**src/rtl/canfd_irq_pkg.sv**
```systemverilog
// Shared constants for the interrupt aggregation hierarchy: register
// addresses, main flag bit positions and transmit-event source positions.
// Assumes at most 32 slots so that one register holds a whole vector.
package canfd_irq_pkg;
    localparam int DW        = 32;
    localparam int AW        = 4;
    localparam int NUM_MAIN  = 7;
    localparam int NUM_TEF   = 4;
    localparam int TEF_LSB   = 8;

    typedef enum logic [AW-1:0] {
        A_RXEN   = 4'd0,
        A_TXEN   = 4'd1,
        A_RXOVEN = 4'd2,
        A_TXATEN = 4'd3,
        A_CTRL   = 4'd4,
        A_RXSUM  = 4'd5,
        A_TXSUM  = 4'd6,
        A_RXOVS  = 4'd7,
        A_TXATS  = 4'd8,
        A_STAT   = 4'd9
    } reg_addr_e;

    localparam int M_RX   = 0;
    localparam int M_TX   = 1;
    localparam int M_RXOV = 2;
    localparam int M_TXAT = 3;
    localparam int M_TEF  = 4;
    localparam int M_IVM  = 5;
    localparam int M_WAK  = 6;

    localparam int T_FULL = 0;
    localparam int T_HALF = 1;
    localparam int T_NEMP = 2;
    localparam int T_OVF  = 3;
endpackage

```
**src/rtl/irq_sticky.sv**
```systemverilog
// Vector of sticky flags: each bit sets on its set pulse and clears on a
// write-1 clear; a set in the same cycle as a clear wins.
// Assumes set and clear are synchronous single-cycle qualifiers.
module irq_sticky #(
    parameter int W = 1
) (
    input  logic         clk,
    input  logic         rst_n,
    input  logic [W-1:0] set_i,
    input  logic [W-1:0] clr_i,
    output logic [W-1:0] flag_o
);
    // Hold, clear or set each flag; set has priority.
    always_ff @(posedge clk) begin
        if (!rst_n) flag_o <= '0;
        else        flag_o <= (flag_o & ~clr_i) | set_i;
    end
endmodule

```
**src/rtl/irq_slot_bank.sv**
```systemverilog
// Per-slot interrupt flags and their summary vectors. Receive and transmit
// flags are live levels; overflow and attempt flags are sticky. Slot 0 is
// the transmit queue and is masked out of the receive-side vectors.
// Assumes enables arrive already registered and masked.
module irq_slot_bank #(
    parameter int NS = 32
) (
    input  logic          clk,
    input  logic          rst_n,
    input  logic [NS-1:0] rx_lvl_i,
    input  logic [NS-1:0] tx_lvl_i,
    input  logic [NS-1:0] rxov_evt_i,
    input  logic [NS-1:0] txat_evt_i,
    input  logic [NS-1:0] rx_en_i,
    input  logic [NS-1:0] tx_en_i,
    input  logic [NS-1:0] rxov_en_i,
    input  logic [NS-1:0] txat_en_i,
    input  logic [NS-1:0] rxov_clr_i,
    input  logic [NS-1:0] txat_clr_i,
    output logic [NS-1:0] rx_sum_o,
    output logic [NS-1:0] tx_sum_o,
    output logic [NS-1:0] rxov_sum_o,
    output logic [NS-1:0] txat_sum_o,
    output logic [NS-1:0] rxov_raw_o
);
    localparam logic [NS-1:0] RX_MASK = {{(NS-1){1'b1}}, 1'b0};

    logic [NS-1:0] txat_raw;

    irq_sticky #(.W(NS)) rxov_flags_i (
        .clk(clk), .rst_n(rst_n),
        .set_i(rxov_evt_i & RX_MASK), .clr_i(rxov_clr_i), .flag_o(rxov_raw_o)
    );

    irq_sticky #(.W(NS)) txat_flags_i (
        .clk(clk), .rst_n(rst_n),
        .set_i(txat_evt_i), .clr_i(txat_clr_i), .flag_o(txat_raw)
    );

    // Gate every slot flag with its enable to form the summary bits.
    for (genvar s = 0; s < NS; s++) begin : g_slot
        assign rx_sum_o[s]   = rx_lvl_i[s] & rx_en_i[s] & RX_MASK[s];
        assign tx_sum_o[s]   = tx_lvl_i[s] & tx_en_i[s];
        assign rxov_sum_o[s] = rxov_raw_o[s] & rxov_en_i[s] & RX_MASK[s];
        assign txat_sum_o[s] = txat_raw[s] & txat_en_i[s];
    end
endmodule

```
**src/rtl/tef_irq_unit.sv**
```systemverilog
// Transmit event FIFO interrupt sources: three live status levels and one
// sticky overrun, each gated by its enable and ORed into one flag.
// Assumes the status levels are synchronous to clk.
module tef_irq_unit
    import canfd_irq_pkg::*;
(
    input  logic               clk,
    input  logic               rst_n,
    input  logic               full_i,
    input  logic               half_i,
    input  logic               nempty_i,
    input  logic               ovf_evt_i,
    input  logic               ovf_clr_i,
    input  logic [NUM_TEF-1:0] en_i,
    output logic [NUM_TEF-1:0] src_o,
    output logic               flag_o
);
    logic ovf_q;

    irq_sticky #(.W(1)) ovf_flag_i (
        .clk(clk), .rst_n(rst_n),
        .set_i(ovf_evt_i), .clr_i(ovf_clr_i), .flag_o(ovf_q)
    );

    // Collect the sources in their fixed bit order.
    always_comb begin
        src_o         = '0;
        src_o[T_FULL] = full_i;
        src_o[T_HALF] = half_i;
        src_o[T_NEMP] = nempty_i;
        src_o[T_OVF]  = ovf_q;
    end

    assign flag_o = |(src_o & en_i);
endmodule

```
**src/rtl/canfd_irq_hub.sv**
```systemverilog
// Top of the interrupt aggregation hierarchy: enable registers, main flags,
// invalid-message and wake-up sticky flags, register read/clear port and the
// combined interrupt line. Assumes NS <= 32; reads are combinational.
module canfd_irq_hub
    import canfd_irq_pkg::*;
#(
    parameter int NS = 32
) (
    input  logic          clk,
    input  logic          rst_n,
    input  logic [NS-1:0] rx_lvl_i,
    input  logic [NS-1:0] tx_lvl_i,
    input  logic [NS-1:0] rxov_evt_i,
    input  logic [NS-1:0] txat_evt_i,
    input  logic          tef_full_i,
    input  logic          tef_half_i,
    input  logic          tef_nempty_i,
    input  logic          tef_ovf_evt_i,
    input  logic          err_frame_evt_i,
    input  logic [4:0]    err_cause_i,
    input  logic          dlc_mismatch_i,
    input  logic          rx_esi_i,
    input  logic          bus_activity_i,
    input  logic          sleep_i,
    input  logic          reg_wr_i,
    input  logic [AW-1:0] reg_addr_i,
    input  logic [DW-1:0] reg_wdata_i,
    output logic [DW-1:0] reg_rdata_o,
    output logic          irq_o
);
    localparam logic [NS-1:0] RX_MASK = {{(NS-1){1'b1}}, 1'b0};

    logic [NS-1:0]       rx_en, tx_en, rxov_en, txat_en;
    logic [NUM_MAIN-1:0] main_en;
    logic [NUM_TEF-1:0]  tef_en;
    logic [NS-1:0]       rx_sum, tx_sum, rxov_sum, txat_sum, rxov_raw;
    logic [NS-1:0]       rxov_clr, txat_clr;
    logic [NUM_TEF-1:0]  tef_src;
    logic                tef_flag, ivm_flag, wak_flag;
    logic                ivm_set, wak_set, ivm_clr, wak_clr, tef_ovf_clr;
    logic [NUM_MAIN-1:0] main_flags;
    logic [NS-1:0]       wd_slots;

    assign wd_slots = reg_wdata_i[NS-1:0];

    // Enable registers written by software.
    always_ff @(posedge clk) begin
        if (!rst_n) begin
            rx_en   <= '0;
            tx_en   <= '0;
            rxov_en <= '0;
            txat_en <= '0;
            main_en <= '0;
            tef_en  <= '0;
        end else if (reg_wr_i) begin
            case (reg_addr_i)
                A_RXEN:   rx_en   <= wd_slots & RX_MASK;
                A_TXEN:   tx_en   <= wd_slots;
                A_RXOVEN: rxov_en <= wd_slots & RX_MASK;
                A_TXATEN: txat_en <= wd_slots;
                A_CTRL: begin
                    main_en <= reg_wdata_i[NUM_MAIN-1:0];
                    tef_en  <= reg_wdata_i[TEF_LSB +: NUM_TEF];
                end
                default: ;
            endcase
        end
    end

    // Decode write-1-to-clear strobes.
    always_comb begin
        rxov_clr    = (reg_wr_i && reg_addr_i == A_RXOVS) ? wd_slots : '0;
        txat_clr    = (reg_wr_i && reg_addr_i == A_TXATS) ? wd_slots : '0;
        ivm_clr     = reg_wr_i && reg_addr_i == A_STAT && reg_wdata_i[M_IVM];
        wak_clr     = reg_wr_i && reg_addr_i == A_STAT && reg_wdata_i[M_WAK];
        tef_ovf_clr = reg_wr_i && reg_addr_i == A_STAT && reg_wdata_i[TEF_LSB + T_OVF];
    end

    irq_slot_bank #(.NS(NS)) slots_i (
        .clk(clk), .rst_n(rst_n),
        .rx_lvl_i(rx_lvl_i), .tx_lvl_i(tx_lvl_i),
        .rxov_evt_i(rxov_evt_i), .txat_evt_i(txat_evt_i),
        .rx_en_i(rx_en), .tx_en_i(tx_en),
        .rxov_en_i(rxov_en), .txat_en_i(txat_en),
        .rxov_clr_i(rxov_clr), .txat_clr_i(txat_clr),
        .rx_sum_o(rx_sum), .tx_sum_o(tx_sum),
        .rxov_sum_o(rxov_sum), .txat_sum_o(txat_sum),
        .rxov_raw_o(rxov_raw)
    );

    tef_irq_unit tef_i (
        .clk(clk), .rst_n(rst_n),
        .full_i(tef_full_i), .half_i(tef_half_i), .nempty_i(tef_nempty_i),
        .ovf_evt_i(tef_ovf_evt_i), .ovf_clr_i(tef_ovf_clr),
        .en_i(tef_en), .src_o(tef_src), .flag_o(tef_flag)
    );

    // Qualify the invalid-message and wake-up set conditions.
    assign ivm_set = ((err_frame_evt_i && |err_cause_i) || dlc_mismatch_i) && !rx_esi_i;
    assign wak_set = bus_activity_i && sleep_i;

    irq_sticky #(.W(1)) ivm_i (
        .clk(clk), .rst_n(rst_n), .set_i(ivm_set), .clr_i(ivm_clr), .flag_o(ivm_flag)
    );

    irq_sticky #(.W(1)) wak_i (
        .clk(clk), .rst_n(rst_n), .set_i(wak_set), .clr_i(wak_clr), .flag_o(wak_flag)
    );

    // Top layer: reduce each summary vector into its main flag.
    always_comb begin
        main_flags         = '0;
        main_flags[M_RX]   = |rx_sum;
        main_flags[M_TX]   = |tx_sum;
        main_flags[M_RXOV] = |rxov_sum;
        main_flags[M_TXAT] = |txat_sum;
        main_flags[M_TEF]  = tef_flag;
        main_flags[M_IVM]  = ivm_flag;
        main_flags[M_WAK]  = wak_flag;
    end

    assign irq_o = |(main_flags & main_en);

    // Combinational read multiplexer.
    always_comb begin
        reg_rdata_o = '0;
        case (reg_addr_i)
            A_RXEN:   reg_rdata_o[NS-1:0] = rx_en;
            A_TXEN:   reg_rdata_o[NS-1:0] = tx_en;
            A_RXOVEN: reg_rdata_o[NS-1:0] = rxov_en;
            A_TXATEN: reg_rdata_o[NS-1:0] = txat_en;
            A_CTRL: begin
                reg_rdata_o[NUM_MAIN-1:0]         = main_en;
                reg_rdata_o[TEF_LSB +: NUM_TEF]   = tef_en;
            end
            A_RXSUM:  reg_rdata_o[NS-1:0] = rx_sum;
            A_TXSUM:  reg_rdata_o[NS-1:0] = tx_sum;
            A_RXOVS:  reg_rdata_o[NS-1:0] = rxov_sum;
            A_TXATS:  reg_rdata_o[NS-1:0] = txat_sum;
            A_STAT: begin
                reg_rdata_o[NUM_MAIN-1:0]         = main_flags;
                reg_rdata_o[TEF_LSB +: NUM_TEF]   = tef_src;
            end
            default: reg_rdata_o = '0;
        endcase
    end
endmodule


```
**config.mk**
```make
export PLATFORM = sky130hd
export DESIGN_NAME = canfd_irq_hub
export DESIGN_NICKNAME = d
export VERILOG_FILES = /design/src/rtl/canfd_irq_pkg.sv /design/src/rtl/irq_sticky.sv /design/src/rtl/irq_slot_bank.sv /design/src/rtl/tef_irq_unit.sv /design/src/rtl/canfd_irq_hub.sv
export SDC_FILE = /design/constraint.sdc
export NUM_CORES = 1
export LEC_CHECK = 0
export BUFFER_PORTS_ARGS = -buffer_cell sky130_fd_sc_hd__buf_2
export CORE_ASPECT_RATIO = 1.25
export CORE_MARGIN = 4
export CORE_UTILIZATION = 40
export CTS_CLUSTER_DIAMETER = 40
export CTS_CLUSTER_SIZE = 14
export DETAILED_ROUTE_END_ITERATION = 12
export HOLD_SLACK_MARGIN = 0.02
export SETUP_SLACK_MARGIN = 0.3
export SYNTH_ARGS = -nofsm -noshare
export SYNTH_HDL_FRONTEND = slang
export SYNTH_SLANG_ARGS = --single-unit
```
**constraint.sdc**
```tcl
create_clock -name clk -period 2.1 [get_ports clk]
set_input_delay 0.42 -clock clk [delete_from_list [all_inputs] [get_ports clk]]
set_output_delay 0.42 -clock clk [all_outputs]
set_load 0.02 [all_outputs]
```
# After elaboration in Yosys (flattened, before gate mapping)

Index checks and enable logic that the tools add are counted.

Register bits after elaboration: 204
Bits in latches: 0
Memory bits (writable): 0
Memory bits (read-only): 0
Bits of input ports: 181
Output and inout bits: 33
Word-level logic and storage cells: 193
Memories kept: 0

Add/sub/neg operators: 0
$mul: 0
Div/mod/pow operators: 0
Order comparisons: 0
Equality and inequality tests: 9
Shift operators: 0
Muxes and demuxes: 6
Bitwise logic cells: 143
Reductions and logical operators: 24

Operators with widths:

| cell                                                 | number |
|---|---|
| case mux 20 bit (8 select lines)                     | 1 |
| bitwise AND 1 bit                                    | 129 |
| case mux 7 bit (10 select lines)                     | 1 |
| bitwise AND 32 bit                                   | 2 |
| two-way mux 32 bit                                   | 2 |
| inverter 32 bit                                      | 2 |
| bitwise OR 32 bit                                    | 2 |
| OR reduction 32 bit                                  | 2 |
| OR reduction 31 bit                                  | 2 |
| case mux 4 bit (10 select lines)                     | 1 |
| equality test 4 x 3 -> 1 bit (second input constant) | 4 |
| AND reduction 2 bit                                  | 5 |
| logical AND 1 bit                                    | 9 |
| equality test 4 x 2 -> 1 bit (second input constant) | 2 |
| equality test 4 bit (second input constant)          | 2 |
| case mux 1 bit (8 select lines)                      | 1 |
| bitwise AND 7 bit                                    | 1 |
| OR reduction 7 bit                                   | 1 |
| OR reduction 5 bit                                   | 1 |
| bitwise AND 4 bit                                    | 1 |
| equality test 4 x 1 -> 1 bit (second input constant) | 1 |
| zero test 4 bit                                      | 1 |
| OR reduction 4 bit                                   | 1 |
| inverter 1 bit                                       | 3 |
| other kinds (3)                                      | 5 |

# Logic depth before layout (Yosys ltp)

Gate-level depths: netlist of the first run.

Depth after elaboration: 6
Mapped depth: 9
Depth with buffers taken out: 6

# By module

From an unflattened synthesis of the first run, not the netlist that was laid out.

Cells, all modules: 1295
Area total of the unflattened synthesis: 10650.2 um^2

Modules (own cells, without submodules):

| module                                 | instances | cells an instance | area an instance (um^2) | sequential area each (um^2) |
|---|---|---|---|---|
| canfd_irq_hub                          | 1         | 952               | 7440.9                  | 2742.6 |
| irq_sticky at slots_i.rxov_flags_i ... | 2         | 99                | 1114.8                  | 640.6 |
| irq_slot_bank                          | 1         | 129               | 807.0                   | 0.0 |
| irq_sticky at ivm_i ...                | 3         | 3                 | 41.3                    | 20.0 |
| tef_irq_unit                           | 1         | 7                 | 48.8                    | 0.0 |

# Worst setup path before layout of the first run

OpenSTA, ideal clock, no wires.

Path type: input -> output
Start: input rx_lvl_i[1]
End: output irq_o
Data arrival time: 1.910 ns
Setup slack: -0.230 ns
Stages: 6
Path buffers: 0
Cells stage by stage: a22o_1 -> a221oi_1 -> nand3_1 -> or4_1 -> a222oi_1 -> nand3_1

Cells in the longest elaborated chain, start to end: 4

RTL lines:

| what                | line                 | text |
|---|---|---|
| start, declared     | canfd_irq_hub.sv:11  | `input logic [NS-1:0] rx_lvl_i,` |
| bitwise AND 1 bit   | irq_slot_bank.sv:42  | `assign rx_sum_o[s] = rx_lvl_i[s] & rx_en_i[s] & RX_MASK[s];` |
| OR reduction 31 bit | canfd_irq_hub.sv:113 | `main_flags[M_RX] = \|rx_sum;` |
| bitwise AND 7 bit   | canfd_irq_hub.sv:122 | `assign irq_o = \|(main_flags & main_en);` |
| OR reduction 7 bit  | canfd_irq_hub.sv:122 |  |
| end, declared       | canfd_irq_hub.sv:29  | `output logic irq_o` |

Every way passes these cells.

# Worst setup path after layout of the first run

Start: register slots_i.txat_flags_i.flag_o[19]
End: output irq_o

Cells in the longest elaborated chain, start to end: 4

RTL lines:

| what                   | line                 | text |
|---|---|---|
| start, declared        | irq_sticky.sv:11     | `output logic [W-1:0] flag_o` |
| start signal, assigned | irq_sticky.sv:16     | `else flag_o <= (flag_o & ~clr_i) \| set_i;` |
| bitwise AND 1 bit      | irq_slot_bank.sv:45  | `assign txat_sum_o[s] = txat_raw[s] & txat_en_i[s];` |
| OR reduction 32 bit    | canfd_irq_hub.sv:116 | `main_flags[M_TXAT] = \|txat_sum;` |
| bitwise AND 7 bit      | canfd_irq_hub.sv:122 |  |
| OR reduction 7 bit     | canfd_irq_hub.sv:122 |  |

Every way passes these cells.

==> results.txt, run 1 <==
Run status - complete, but fails checks
Failing checks - negative setup slack
Die Y - 185 um
Initial antenna violation count - 0
CP Capture Type - output port
Clk pwr share - 53.0%
Crit path DAT - 2.64 ns
Clock root buffer - clkbuf_16
Max Slew Vio Count - 0
Register clock-pin slew on the reported worst setup and hold paths - 0.06 ns
Final setup fails - 33
Number of buffers added on ports - 211
DRT Pass-1 Iters - 6
Final core occ - 66.6%
Global Route met3 Usage - 6.52%
Max Freq - 326 MHz
Vias/cell - 5.76
Synth cell types - 33
Max Root-Sink Buffers - 3
Register area share after synthesis - 40.7%
RSZ-0062 raised after global routing - yes
Reg power frac - 35.1%
Tcrit/Tclk final - 146%
Final Hold Vio Count - 0
Max cap viols - 0
Share of cells above drive strength 1 - 41.2%
Vias in the first global route - 11,662
Crit path required time - 1.68 ns
Initial Utilization - 40.7%
ANT nets after route - 0
Most frequent cells in the layout - nand2_1, buf_4, dfxtp_1
Seq cells post-synth - 203
Minimum clock period - 3.06 ns
M2 GR Usage - 53.7%
Final wirelength - 49.5 mm
Clk_skew - 0 ns
Synth Instances - 1,252
Post-Syn Nets - 1,433
Full die area - 27,600 um^2
Chip width - 149 um
Leak - 0.00772 uW
P_sw - 2870 uW
Largest net degree at the start of global routing - 73
Least-Margin Pin Slew - 0.482 ns
# clock sinks - 203
Comb power frac - 11.8%
TritonCTS buffer count - 34
Switching share of power - 24.6%
Warnings from Yosys - 0
Core Region - 24,500 um^2
Cell area power density - 714 nW/um^2
Htree depth - 2
Via count - 12,135
Remaining DRCs - 0
GRT Util Overall - 34.6%
Worst setup margin - -0.964 ns
P&R area growth vs syn - 63.5%
GRT overflow - 0
I/O Pins - 214
First-pass GRT wire length - 71.7 mm
Initial DRC count - 1,274
Gpl congestion - 0.957
Wire length per cell - 23.5 um
DP HPWL - 35.0 mm
Hold crit path type - input port to flop
Relative slew margins - 67.8%
Avg Cell Area, Syn - 7.97 um^2
Commonest non-fill, non-tap cell in the layout - nand2_1
Peak supply drop - 0.530 mV
Clock latency on the worst-skew pair - 0.51 ns
CP max FO - 2
FP Rows - 64
CP Launch Type - flop
TritonCTS clock tree - yes
Met1 GRT Util - 45.5%
Cell Int Power - 8780 uW
Critical path type - flop to output port
Synth Cell Area - 9980 um^2
Setup TNS - -8.90 ns
Grt peak-use layer - met2
# diodes - 0
Final Net Count - 1,935
==> synthesized netlist by cell type (all sizes together) <==
| cell type | n | area [um^2] |
|---|---|---|
| o21ai | 1 | 5.00 |
| a32o | 1 | 10.0 |
| nand4 | 5 | 31.3 |
| nor4 | 1 | 12.5 |
| a22oi | 89 | 668 |
| nor2 | 5 | 18.8 |
| a221oi | 11 | 115 |
| a222oi | 19 | 190 |
| nand2 | 367 | 1380 |
| a22o | 10 | 87.6 |
| nor2b | 66 | 413 |
| buf | 22 | 115 |
| a32oi | 1 | 8.76 |
| a21o | 120 | 902 |
| a21oi | 67 | 335 |
| a221o | 1 | 10.0 |
| nand3 | 31 | 155 |
| and2 | 7 | 43.8 |
| nand2b | 4 | 25.0 |
| inv | 2 | 7.51 |
| clkbuf | 70 | 263 |
| o22ai | 2 | 12.5 |
| nor3 | 6 | 50.1 |
| or4 | 4 | 33.8 |
| a21boi | 137 | 1030 |
| dfxtp | 203 | 4060 |
==> timing repair <==
action | 4_1_cts | 5_1_grt
gates cloned | 5 | 0
endpoints found under the setup margin | 33 | 49
pin swaps | 78 | 50
resized for setup | 178 | 30
setup buffers | 28 | 9
hold buffers | 0 | 0
==> sequential cells by signal, summed over array words and instances (netlist names) <==
register,cells
slots_i.txat_flags_i.flag_o,32
tx_en,32
txat_en,32
rx_en,31
rxov_en,31
slots_i.rxov_flags_i.flag_o,31
main_en,7
tef_en,4
ivm_i.flag_o,1
tef_i.ovf_flag_i.flag_o,1
wak_i.flag_o,1
==> cell type report <==
| type | count | area [um^2] |
|---|---|---|
| Sequential cell | 203 | 4080 |
| Inverter | 2 | 7.51 |
| Clock inverter | 17 | 323 |
| Tap cell | 330 | 413 |
| Fill cell | 2065 | 8180 |
| Multi-Input combinational cell | 955 | 6040 |
| Timing Repair Buffer | 558 | 4550 |
| Clock buffer | 40 | 913 |
==> metal layers <==
metal,vias to the layer above,share of wire [%]
met5,-,0
met4,0,6.0
met3,154,9.8
met2,758,45
met1,5786,40
li1,5437,-
==> power by group through the flow <==
stage | Sequential (uW) | Combinational (uW) | Clock, uW
6_report | 4090 | 1380 | 6180
5_1_grt | 4100 | 1440 | 6370
4_1_cts | 4080 | 1310 | 6190
3_5_place_dp | 4160 | 1180 | 0
3_3_place_gp | 4160 | 1170 | 0
2_1_floorplan | 4130 | 436 | 0
==> through the flow <==
| step | worst slack [ns] | power (uW) | instance area, um^2 | hold slack (ns) | std cells |
|---|---|---|---|---|---|
| final | -0.964 | 11600 | 16300 | 0.130 | 2105 |
| after CTS | -0.916 | 11600 | 16100 | 0.122 | 2096 |
| after global placement | -0.683 | 5330 | 13800 | 0.457 | 2006 |
| after floorplan | -0.157 | 4570 | 10200 | 0.447 | 1252 |
| after detailed placement | -0.666 | 5340 | 13800 | 0.462 | 2006 |
| after global routing | -1.07 | 11900 | 16300 | 0.148 | 2105 |
==> worst max-delay path: stages (launching register included) <==
cell,delay (ns)
dfxtp_1,0.33
a22o_4,0.29
a221oi_2,0.18
nand3_1,0.13
or4_4,0.51
a222oi_1,0.38
nand3_1,0.13
buf_2,0.18
==> path summary, 6_finish.rpt <==
check | start | endpoint | slack [ns] | cells after the start
worst max-delay path | slots_i.txat_flags_i.flag_o[19] | irq_o | -0.96 | 7
worst min register to register | tx_en[0] | tx_en[0] | 0.47 | 2
worst max register to register | rx_en[21] | rx_en[21] | 1.21 | 3
worst min-delay path | tef_ovf_evt_i | tef_i.ovf_flag_i.flag_o | 0.13 | 3
==> cell families after synthesis <==
logic type | synth area share (%)
AO/OA/AOI/OAI | 33.8
buffers and inverters | 3.86
flip-flops | 40.7
AND/OR/NAND/NOR | 21.6
No activity file was read; power rests on OpenSTA's default activity.
==> inputs of run 2 (changes only) <==
Settings changed: ABC_AREA set to 1, BUFFER_PORTS_ARGS -buffer_cell sky130_fd_sc_hd__buf_2 to -buffer_cell sky130_fd_sc_hd__buf_4, RECOVER_POWER set to 100.
==> run 2 against run 1 <==
The flow still finishes with violations (negative setup slack). Routed wire length is 16% lower. Total power fell by 9.5%. Register-to-register slack improved by 0.12 ns. Area after synthesis down 1.4%. Clock-buffer cell count is 1 lower. Non-clock buffer count down 231. Clock skew did not move. Setup slack better by 0.73 ns. Critical path type unchanged.
==> results.txt, run 2 <==
Run status - complete, but fails checks (unchanged)
Failing checks - negative setup slack (unchanged)
RSZ-0062 raised after global routing - yes (unchanged)
Vias/cell - 5.44 (was 5.76)
Final Net Count - 1,946 (was 1,935)
Wire length per cell - 19.8 um (was 23.5 um)
CP max FO - 3 (was 2)
CP Depth - 11 (was 7)
Worst setup margin - -0.232 ns (was -0.964 ns)
Crit-path cells - nand2_2 > nand2_2 > nor2_4 > nand2_1 > nor2_2 > nand2_2 > nand2_1 > nand2_1 > nor2_1 > nand2_2 > buf_6 (was a22o_4 > a221oi_2 > nand3_1 > or4_4 > a222oi_1 > nand3_1 > buf_2)
Register area share after synthesis - 41.3% (was 40.7%)
Largest net degree at the start of global routing - 84 (was 73)
Final wirelength - 41.8 mm (was 49.5 mm)
Placement Cell Area - 12,100 um^2 (was 13,800 um^2)
Asr flop ratio synth - 0% (unchanged)
EDFF count, synth - 0 (unchanged)
Worst reg2reg path depth - 3 (unchanged)
Core Region - 24,000 um^2 (was 24,500 um^2)
Relative slew margins - 24.1% (was 67.8%)
Worst path max stage delay - 0.33 ns (was 0.51 ns)
Main synth FF type - dfxtp_1 (unchanged)
Remaining DRCs - 0 (unchanged)
Worst Path Buf+Inv - 1 (unchanged)
CP Capture Type - output port (unchanged)
FP Rows - 63 (was 64)
Initial DRC count - 990 (was 1,274)
Top-count cell post-synth - nand2_1 (unchanged)
Critical path type - flop to output port (unchanged)
DP HPWL - 27.6 mm (was 35.0 mm)
Tcrit/Tclk final - 111% (was 146%)
GRT overflow - 0 (unchanged)
Synth cell types - 27 (was 33)
Seq cells post-synth - 203 (unchanged)
Most frequent cells in the layout - buf_4, a21oi_1, inv_1 (was nand2_1, buf_4, dfxtp_1)
Hold crit path type - input port to flop (unchanged)
Share of cells above drive strength 1 - 37.4% (was 41.2%)
Final setup fails - 41 (was 33)
Clock latency on the worst-skew pair - 0.55 ns (was 0.51 ns)
# diodes - 0 (unchanged)
Setup TNS - -4.29 ns (was -8.90 ns)
Area of the multi-input gates - 5740 um^2 (was 6040 um^2)
Leak - 0.00656 uW (was 0.00772 uW)
Warnings from Yosys - 0 (unchanged)
Minimum clock period - 2.33 ns (was 3.06 ns)
GRT Util Overall - 29.0% (was 34.6%)
Synth Instances - 1,484 (was 1,252)
Clk_skew - 0 ns (unchanged)
Max Slew Vio Count - 0 (unchanged)
Area leader, netlist - dfxtp_1 (unchanged)
Yosys top cell area share - 41.3% (was 40.7%)
Die Y - 183 um (was 185 um)
Cell area power density - 692 nW/um^2 (was 714 nW/um^2)
Largest cells by area after synthesis - dfxtp_1, nand2_1, a21oi_1 (was dfxtp_1, nand2_1, a21o_1)
Max Freq - 429 MHz (was 326 MHz)
CP Launch Type - flop (unchanged)
Clock root buffer - clkbuf_16 (unchanged)
Crit path required time - 1.68 ns (about the same)
Number of buffers inserted by hold repair at cts - 0 (unchanged)
Kind of cell adding the most delay to the critical path - simple AND/OR/NAND/NOR gates (was compound AO/OA/AOI/OAI gates)
Crit. Startpoint - rx_en[9] (was slots_i.txat_flags_i.flag_o[19])
Gpl congestion - 0.926 (was 0.957)
Vias in the first global route - 11,297 (was 11,662)
Chip width - 148 um (was 149 um)
Initial antenna violation count - 0 (unchanged)
Via count - 11,502 (was 12,135)
First-pass GRT wire length - 61.5 mm (was 71.7 mm)
Commonest cells in the netlist - nand2_1, inv_1, a21oi_1 (was nand2_1, dfxtp_1, a21o_1)
Least-Margin Pin Slew - 1.14 ns (was 0.482 ns)
Max Root-Sink Buffers - 3 (unchanged)
Number of buffers added on ports - 211 (unchanged)
TritonCTS clock tree - yes (unchanged)
Reg2reg start - tx_en[6] (was rx_en[21])
# clock sinks - 203 (unchanged)
Final Hold Vio Count - 0 (unchanged)
Largest regs - slots_i.txat_flags_i.flag_o: 32 flops, tx_en: 32 flops, txat_en: 32 flops (unchanged)
FF-to-FF End - tx_en[6] (was rx_en[21])
Register clock-pin slew on the reported worst setup and hold paths - 0.06 ns (about the same)
WHS - 0.101 ns (was 0.130 ns)
Htree depth - 1 (was 2)
Commonest non-fill, non-tap cell in the layout - buf_4 (was nand2_1)
Initial Utilization - 41.1% (was 40.7%)
Filler cells - 2,177 (was 2,065)
Full die area - 27,200 um^2 (was 27,600 um^2)
P&R area growth vs syn - 54.9% (was 63.5%)
Final core occ - 63.6% (was 66.6%)
Reg-to-reg slack, setup - 1.33 ns (was 1.21 ns)
FF+latch area - 4130 um^2 (was 4080 um^2)
I/O Pins - 214 (unchanged)
DRT Pass-1 Iters - 6 (unchanged)
Final Cell Area - 15,200 um^2 (was 16,300 um^2)
Crit path DAT - 1.91 ns (was 2.64 ns)
Post-Syn Nets - 1,665 (was 1,433)
Max cap viols - 0 (unchanged)
Synth Cell Area - 9840 um^2 (was 9980 um^2)
Worst setup path end - irq_o (unchanged)
Avg Cell Area, Syn - 6.63 um^2 (was 7.97 um^2)
TritonCTS buffer count - 31 (was 34)
ANT nets after route - 0 (unchanged)
Peak supply drop - 0.581 mV (was 0.530 mV)
Slowest-stage cell, CP - dfxtp_1 (was or4_4)
Cell mode on critical path - nand2_2 (was nand3_1)
[run 2: changes by cell type after synthesis, sizes merged, moves of 98 or more]
cell	before	now
a21o	120	0
o21ai	1	177
o22ai	2	100
a21oi	67	212
a21boi	137	0
inv	2	221
[run 2: cell families (layout without fill, tap and decap cells)]
logic type / count (synthesis) / in the layout / synth area share, %
simple gates: 477 / 477 / 19.5
compound gates: 503 / 503 / 27.2
buf+inv: 301 / 607 / 12.0
flops: 203 / 203 / 41.3
[run 2: timing repair]
action	4_1_cts	5_1_grt
buffers inserted	27	18
setup endpoints to repair	33	33
resized for setup	254	175
pin swaps	102	105
cloned	10	3
[run 2: worst min path at each step]
stage                                      to  depth (start not counted)     startpoint
5_1_grt        slots_i.txat_flags_i.flag_o[6]                          3  txat_evt_i[6]
3_5_place_dp                      txat_en[31]                          2    txat_en[31]
2_1_floorplan                      main_en[1]                          2     main_en[1]
4_1_cts        slots_i.txat_flags_i.flag_o[6]                          3  txat_evt_i[6]
3_3_place_gp                      txat_en[10]                          2    txat_en[10]
6_report       slots_i.txat_flags_i.flag_o[6]                          3  txat_evt_i[6]
[run 2: area by class of cell]
cell class / instances / share of cell area, %
Timing Repair inverter: 1 / 0.0575
Timing Repair Buffer: 327 / 20.1
Multi-Input combinational cell: 980 / 37.6
Clock buffer: 39 / 5.55
Tap cell: 325 / 2.67
Inverter: 221 / 5.52
Clock inverter: 19 / 1.38
Sequential cell: 203 / 27.1
[run 2: report_power, final]
part | switching, uW | internal, uW | leakage (uW)
Clock | 1990 | 3240 | 0.000502
Combinational | 665 | 543 | 0.00438
Sequential | 102 | 4010 | 0.00168
[run 2: through the flow]
step	worst slack, ns	instances	total power, uW
3_3_place_gp	-0.0459	1999	5130
6_report	-0.232	2115	10500
3_5_place_dp	-0.0390	1999	5140
2_1_floorplan	0.310	1484	4560
4_1_cts	-0.247	2094	10500
5_1_grt	-0.293	2115	10800
[run 2: metal layers]
metal  track usage (%)  routed length, um  vias to the layer above
met1              35.1              15800                     5308
met4              14.8               2040                        0
met3              4.72               3570                      118
met5                 0                  0                        -
li1                  -                  -                     5480
met2              49.7              20400                      596
[run 2: tightest hold or removal path: cells and delay by family]
family / cells / cell delay (ns)
compound gates: 1 / 0.05
buf+inv: 2 / 0.14
